File: config.mk
export PLATFORM = sky130hd
export DESIGN_NAME = burst_read_master
export DESIGN_NICKNAME = d
export VERILOG_FILES = /design/src/rtl/burst_read_master.sv
export SDC_FILE = /design/constraint.sdc
export NUM_CORES = 1
export LEC_CHECK = 0
export ABC_AREA = 1
export BUFFER_PORTS_ARGS = -buffer_cell sky130_fd_sc_hd__buf_2
export CAP_MARGIN = 20
export CORE_MARGIN = 3
export CORE_UTILIZATION = 48
export CTS_CLUSTER_DIAMETER = 50
export DETAILED_ROUTE_END_ITERATION = 12
export PLACE_DENSITY = 0.71
export SKIP_CTS_REPAIR_TIMING = 1
export SLEW_MARGIN = 20
export SYNTH_ARGS = -nofsm -noshare
export SYNTH_HDL_FRONTEND = slang
export SYNTH_SLANG_ARGS = --single-unit
File: constraint.sdc
create_clock -name clk -period 11.6 [get_ports clk]
set_clock_uncertainty 0.1 [all_clocks]
set_input_delay 0 -clock clk [delete_from_list [all_inputs] [get_ports clk]]
set_output_delay 0 -clock clk [all_outputs]
set_load 0.005 [all_outputs]
File: src/rtl/burst_read_master.sv
module burst_read_master #(
  parameter int ADDR_W     = 32,
  parameter int DATA_W     = 32,
  parameter int LEN_W      = 16,
  parameter int MAX_BURST  = 8,
  parameter int FIFO_DEPTH = 16
) (
  input  logic                           clk,
  input  logic                           rst_n,
  input  logic                           cmd_start,
  input  logic [ADDR_W-1:0]              cmd_base,
  input  logic [LEN_W-1:0]               cmd_len,
  output logic                           busy,
  output logic                           done,
  output logic [ADDR_W-1:0]              mem_addr,
  output logic [$clog2(MAX_BURST+1)-1:0] mem_burst,
  output logic                           mem_read,
  input  logic                           mem_ready,
  input  logic [DATA_W-1:0]              mem_rdata,
  input  logic                           mem_rvalid,
  output logic [DATA_W-1:0]              out_data,
  output logic                           out_valid,
  input  logic                           out_ready
);
  localparam int BC_W  = $clog2(MAX_BURST+1);
  localparam int PTR_W = $clog2(FIFO_DEPTH);
  localparam int CNT_W = $clog2(FIFO_DEPTH+1);

  logic              active;
  logic [LEN_W-1:0]  req_left, push_left;
  logic [ADDR_W-1:0] next_addr;
  logic [CNT_W-1:0]  pending, fifo_cnt;
  logic [PTR_W-1:0]  wr_ptr, rd_ptr;
  logic [DATA_W-1:0] fifo_mem [FIFO_DEPTH];
  logic [BC_W-1:0]   nxt_burst;
  logic [CNT_W:0]    reserved, room;
  logic              accept, can_issue, finish, pop;

  assign busy      = active;
  assign accept    = mem_read && mem_ready;
  assign pop       = out_valid && out_ready;
  assign out_valid = fifo_cnt != '0;
  assign out_data  = fifo_mem[rd_ptr];
  assign nxt_burst = (req_left < LEN_W'(MAX_BURST)) ? req_left[BC_W-1:0] : BC_W'(MAX_BURST);

  always_comb begin
    reserved = {1'b0, fifo_cnt} + {1'b0, pending};
    if (mem_read) reserved = reserved + (CNT_W+1)'(mem_burst);
    room = (CNT_W+1)'(FIFO_DEPTH) - reserved;
  end

  assign can_issue = active && (req_left != '0) && (!mem_read || mem_ready)
                     && (room >= (CNT_W+1)'(nxt_burst));
  assign finish    = active && (req_left == '0) && (push_left == '0)
                     && !mem_read && (pending == '0);

  always_ff @(posedge clk) begin
    if (!rst_n) begin
      active    <= 1'b0;
      done      <= 1'b0;
      mem_read  <= 1'b0;
      mem_addr  <= '0;
      mem_burst <= '0;
      next_addr <= '0;
      req_left  <= '0;
      push_left <= '0;
    end else begin
      done <= finish;
      if (!active && cmd_start) begin
        active    <= 1'b1;
        next_addr <= cmd_base;
        req_left  <= cmd_len;
        push_left <= cmd_len;
      end else if (finish) begin
        active <= 1'b0;
      end
      if (can_issue) begin
        mem_read  <= 1'b1;
        mem_addr  <= next_addr;
        mem_burst <= nxt_burst;
        next_addr <= next_addr + ADDR_W'(nxt_burst);
        req_left  <= req_left - LEN_W'(nxt_burst);
      end else if (accept) begin
        mem_read <= 1'b0;
      end
      if (active && mem_rvalid && push_left != '0) push_left <= push_left - 1'b1;
    end
  end

  always_ff @(posedge clk) begin
    if (!rst_n) begin
      pending <= '0;
    end else begin
      case ({accept, mem_rvalid})
        2'b10:   pending <= pending + CNT_W'(mem_burst);
        2'b11:   pending <= pending + CNT_W'(mem_burst) - 1'b1;
        2'b01:   if (pending != '0) pending <= pending - 1'b1;
        default: pending <= pending;
      endcase
    end
  end

  always_ff @(posedge clk) begin
    if (!rst_n) begin
      wr_ptr   <= '0;
      rd_ptr   <= '0;
      fifo_cnt <= '0;
    end else begin
      if (mem_rvalid) wr_ptr <= wr_ptr + 1'b1;
      if (pop)        rd_ptr <= rd_ptr + 1'b1;
      case ({mem_rvalid, pop})
        2'b10:   fifo_cnt <= fifo_cnt + 1'b1;
        2'b01:   fifo_cnt <= fifo_cnt - 1'b1;
        default: fifo_cnt <= fifo_cnt;
      endcase
    end
  end

  always_ff @(posedge clk) begin
    if (mem_rvalid) fifo_mem[wr_ptr] <= mem_rdata;
  end
endmodule

Word level (Yosys, flattened, before mapping)
Memory sizes are Yosys's and may differ from the RTL's. A register that Yosys moved wholly into a read port is not among the register bits.
Cells that the tools add are included.
{ "totals": {"inputBits": 86, "memories": 1, "register_bits": 121, "elab_cells": 81, "out_inout_bits": 72, "ramBits": 512} }
{ "mem_list": {"columns": ["name", "words", "word_bits", "read_ports", "rd_clocked_by_memory_dff", "write_ports", "line", "text"], "rows": [
  ["fifo_mem", 16, 32, 1, 1, 1, "34", "logic [DATA_W-1:0] fifo_mem [FIFO_DEPTH];"]
]} }
{ "classes": {"n_lt_le_gt_ge": 2, "addsub": 13, "n_mux": 18, "reduce_logical": 29, "n_eq_ne": 6} }
{ "op_table": {"columns": ["cell", "n"], "rows": [
  ["$mux W32", 2],
  ["$mux W16", 3],
  ["$add A32 B4 Y32", 1],
  ["$logic_not A16 Y1", 2],
  ["$reduce_bool A16 Y1", 2],
  ["$lt A16 B4 Y1 const B", 1],
  ["$sub A16 B1 Y16 const B", 1],
  ["$sub A16 B4 Y16", 1],
  ["$pmux W5 S3", 1],
  ["$sub A5 B1 Y5 const B", 3],
  ["$logic_and A1 B1 Y1", 12],
  ["$mux W4", 3],
  ["$pmux W5 S2", 1],
  ["$reduce_bool A2 Y1", 5],
  ["$reduce_bool A5 Y1", 2],
  ["$add A4 B1 Y4 const B", 2],
  ["$add A5 B5 Y6", 1],
  ["$add A6 B4 Y6", 1],
  ["$eq A2 B2 Y1 const B", 3],
  ["$ge A6 B4 Y1", 1],
  ["$mux W1", 6],
  ["$mux W6", 1],
  ["$sub A5 B6 Y6 const A", 1],
  ["$add A5 B1 Y5 const B", 1],
  ["9 further kinds", 11]
]} }

Depth between registers and ports, before layout
{ "depth": {"depth_word": 7, "depth_mapped": 27, "mapped_depth_nobuf": 26} }

Worst setup path before layout
OpenSTA, ideal clock, no wires.
{ "synth_timing": {"path_kind": "reg2reg", "startpoint": "register pending[0]", "endpoint": "register req_left[12]", "setup_ps": 134, "arrival_time_ps": 3565, "n_path_buf": 2, "period_less_slack_ps": 3798, "t_required_ps": 11366, "path_stages_with_launch": 22, "slack_ps": 7802, "path_cell_list": "dfxtp_1 -> ha_1 -> inv_1 -> fa_1 -> inv_1 -> fa_1 -> or2_1 -> nand2_1 -> nand2_1 -> nor2_2 -> xnor2_1 -> inv_1 -> ha_1 -> a21o_1 -> nor3_2 -> nand3_2 -> nand2_4 -> buf_6 -> buf_6 -> o21ai_1 -> nand2_1 -> a21oi_1"} }
{ "synth_between": {"elab_chain_len": 7, "word_cells_on_any_way": 8, "classes_between": "add/sub: 3; order compare: 1; mux: 2; reduce/logical: 2"} }
{ "synth_lines": {"columns": ["element", "line", "text"], "rows": [
  ["start: declaration", "32", "logic [CNT_W-1:0] pending, fifo_cnt;"],
  ["start signal: assignment", "95", "2'b10: pending <= pending + CNT_W'(mem_burst);"],
  ["start signal: assignment", "96", "2'b11: pending <= pending + CNT_W'(mem_burst) - 1'b1;"],
  ["start signal: assignment", "97", "2'b01: if (pending != '0) pending <= pending - 1'b1;"],
  ["$add A5 B5 Y6 *", "47", "reserved = {1'b0, fifo_cnt} + {1'b0, pending};"],
  ["$add A6 B4 Y6", "48", "if (mem_read) reserved = reserved + (CNT_W+1)'(mem_burst);"],
  ["$mux W6 *", "48", null],
  ["$sub A5 B6 Y6 *", "49", "room = (CNT_W+1)'(FIFO_DEPTH) - reserved;"],
  ["$ge A6 B4 Y1 *", "53", "&& (room >= (CNT_W+1)'(nxt_burst));"],
  ["$logic_and A1 B1 Y1 *", "53", null],
  ["$mux W16 / $reduce_bool A2 Y1 (equally long branches)", null, null],
  ["end signal: assignment", "72", "req_left <= cmd_len;"],
  ["end signal: assignment", "82", "req_left <= req_left - LEN_W'(nxt_burst);"],
  ["end: declaration", "30", "logic [LEN_W-1:0] req_left, push_left;"]
]} }
Mark *: on every way between the ends. The rest lies on a longest branch, timed or not.
A chain may end at the register's enable or synchronous reset.

Worst setup path in the final report
{ "layout_timing": {"startpoint": "register pending[0]", "endpoint": "register next_addr[26]"} }
{ "layout_between": {"elab_chain_len": 7, "word_cells_on_any_way": 8, "classes_between": "add/sub: 3; order compare: 1; mux: 2; reduce/logical: 2"} }
{ "layout_lines": {"columns": ["element", "line", "text"], "rows": [
  ["$add A5 B5 Y6 *", "47", null],
  ["$add A6 B4 Y6", "48", null],
  ["$mux W6 *", "48", null],
  ["$sub A5 B6 Y6 *", "49", null],
  ["$ge A6 B4 Y1 *", "53", null],
  ["$logic_and A1 B1 Y1 *", "53", null],
  ["$mux W32 / $reduce_bool A2 Y1 (equally long branches)", null, null],
  ["end signal: assignment", "71", "next_addr <= cmd_base;"],
  ["end signal: assignment", "81", "next_addr <= next_addr + ADDR_W'(nxt_burst);"],
  ["end: declaration", "31", "logic [ADDR_W-1:0] next_addr;"]
]} }
Marked as above.

==> flow_summary.yaml <==
min_path:
  min_path_type: "in2reg"
  min_from: "cmd_base[17]"
  hold_path_depth: 4
  worstHoldEndpoint: "next_addr[17]"
global_route:
  grt_max_degree: 223
  antenna_found_initial: 2
  grt_overflow: 0
  grt.total_usage_pct: 21.78
  grt_pass1_wl_mm: 103.8
  grt_pass1_vias: 18870
power:
  p_seq_share_pct: 38.7
  p_leak_nw: 11.95
  clkPwrFrac_pct: 29.9
  power.switching_w: 0.002504
  swShare_pct: 35.13
  power_w: 0.007127
  p_int_w: 0.004623
  power_density_nw_per_um2: 219.3
  vdd_drop_max_uv: 206.3
  p_comb_share_pct: 31.4
floorplan:
  die_w_um: 246.7
  boundaryPins: 158
  start_util_pct: 48.94
  core_area_um2: 56820
  die_height_um: 246.7
  num_rows: 87
  dieArea_um2: 60860
sta:
  fin_ws_ps: 4875
  period_share_pct: 57.98
  finalHoldViolCount: 0
  setup-violations-final: 0
  max-slew-margin-rel_pct: 23.52
  fmax_ghz: 0.1487
  fin_tns_setup_ps: 0
  drv_slew: 0
  layout_min_cycle_time_ps: 6725
  tightest_slew_ps: 1147
  rsz0062_at_grt: "no"
clock_network:
  htree_levels: 3
  cts_tree: "done"
  cts_sinks: 637
  insertion_delay_ps: 600
  clockBufferDepth: 3
  clockRootBuffer: "clkbuf_16"
  path_clk_slew_ps: 60
  cts_buffers: 70
place:
  hpwl_mm: 37.67
  place_ws_ps: 5784
  io_buffers: 157
  dpl_cell_area_um2: 29310
  gp_congestion: 0.8520
synthesis:
  netlist_top_cells_area: "edfxtp_1 55%, dfxtp_1 9.0%, mux2i_1 4.6%"
  async_reset_ff_share_pct: 0
  ys_types: 50
  yosysTopAreaCell: "edfxtp_1"
  synth_edf_count: 512
  synth_area_um2: 27810
  ys_ff_latch: 637
  synthTopCellsByCount: "512 x edfxtp_1, 248 x inv_1, 248 x nand2_1"
  dominantRegCellSynth: "edfxtp_1"
  synth_nets: 2580
  ys_seq_area_share_pct: 64.28
  synth_area_per_cell_um2: 11.34
  synth.most_common_cell: "edfxtp_1"
  syn-instance-count: 2453
  synth_top_area_share_pct: 55.28
  yosys_warnings: 0
final_layout:
  num-nets-final: 2794
  syn_to_final_growth_pct: 16.84
  stdcell_area_um2: 32490
  drive_gt1_share_pct: 12.05
outcome:
  status: "finished clean"
drt:
  drc_errors: 0
  dr.pass1.iters: 5
  drt-initial-drc-count: 1623
  wl_per_cell_um: 19.62
  final_antenna_net_count: 0
  avgViaCountPerCell: 5.609
  vias: 19520
  finalWirelength_mm: 68.26
worst_setup_path:
  rrSetupSlack_ps: 4870
  critPathLaunchType: "flip-flop"
  end_kind: "flip-flop"
  arrival_ps: 7130
  crit_required_ps: 12010
  worstReg2RegStart: "pending[0]"
  rr_worst_depth: 22
  timing_worst_setup_path_type: "reg2reg"
  r2r-end: "next_addr[26]"
  critPathMaxFanout: 74
job:
  drv_cap: 0
## layer usage
metal  wire length [um]  track usage, %
met4               1478           7.424
met2              34340           37.16
met3               4293           3.188
met1              28150           28.62
met5                  0               0
## sequential cells by signal (all words and copies together) (netlist names), named ones only
name / count
rd_ptr: 4
wr_ptr: 4
push_left: 16
pending: 5
busy: 1
mem_burst: 4
req_left: 16
done: 1
fifo_mem: 512
mem_read: 1
fifo_cnt: 5
next_addr: 32
mem_addr: 32
## worst max-delay path by stage
| stage | end | startpoint | slack (ps) | depth (start not counted) |
|---|---|---|---|---|
| global placement | mem_addr[1] | pending[0] | 6030 | 19 |
| floorplan | req_left[12] | pending[0] | 7800 | 21 |
| detailed placement | mem_addr[17] | pending[0] | 5780 | 19 |
| finish | next_addr[26] | pending[0] | 4870 | 22 |
| CTS | mem_addr[20] | pending[0] | 5770 | 19 |
| global route | next_addr[26] | pending[0] | 4310 | 22 |
## power by group through the flow
| stage | logic [W] | registers [W] | clock network (W) |
|---|---|---|---|
| after global routing | 0.00252 | 0.00278 | 0.00225 |
| final | 0.00224 | 0.00276 | 0.00213 |
| after detailed placement | 0.00217 | 0.00280 | 0 |
| after global placement | 0.00210 | 0.00280 | 0 |
| after floorplan | 0.00173 | 0.00272 | 0 |
| after CTS | 0.00219 | 0.00276 | 0.00216 |
## cell usage in the layout, fill, tap and decap left out, types with 41 or more instances in the layout
master           n
clkbuf_16       71
xor2_1          41
o21ai_0        211
nor2_1         106
inv_1          246
dfxtp_1        121
nand2_1        247
edfxtp_1       512
nand3_1        163
buf_2          157
o211ai_1       131
a21oi_1        194
mux2i_1        128
dlygate4sd3_1   94
## cell type report
type / count / area [um2]
inverter: 255 / 964.7
tap: 756 / 945.9
multi-input combinational: 1424 / 8509
timing repair buffer: 279 / 1969
sequential: 637 / 17890
clock inverter: 36 / 340.3
fill: 4590 / 24330
clock buffer: 90 / 1868
antenna: 2 / 5.005
## critical path, cell delays in order (launching register included)
cell,delay [ps]
dfxtp_1,380
ha_1,210
inv_1,70
fa_1,510
inv_1,80
fa_1,450
or2_1,240
nand2_1,60
nand2_1,100
nor2_2,170
xnor2_1,130
inv_1,60
ha_1,280
a21o_1,190
nor3_2,170
nand3_2,550
nand2_4,830
clkinv_2,940
nand2_1,270
nand3_1,110
nand2_1,70
dlygate4sd3_1,570
inv_1,40
## through the flow
| stage | utilization, % | cells | hold slack [ps] |
|---|---|---|---|
| 2_1_floorplan | - | 2453 | -1.131 |
| 3_3_place_gp | 51.58 | 3256 | 186.5 |
| 3_5_place_dp | 51.58 | 3256 | 190.2 |
| 4_1_cts | 55.47 | 3382 | -454.8 |
| 5_1_grt | 57.18 | 3478 | 131.4 |
| 6_report | 57.18 | 3479 | 127.3 |
## kinds of logic after synthesis
family | Yosys count | synth area share (%)
xor gates and xnor gates | 55 | 1.732
muxes | 128 | 4.607
and+or+nand+nor | 600 | 9.470
DFF | 637 | 64.28
other | 1 | 0.01348
buffers and inverters | 392 | 5.561
AOI/OAI and AO/OA | 599 | 12.35
adders and majority gates | 41 | 1.980
Power figures use the tool's default switching activity.
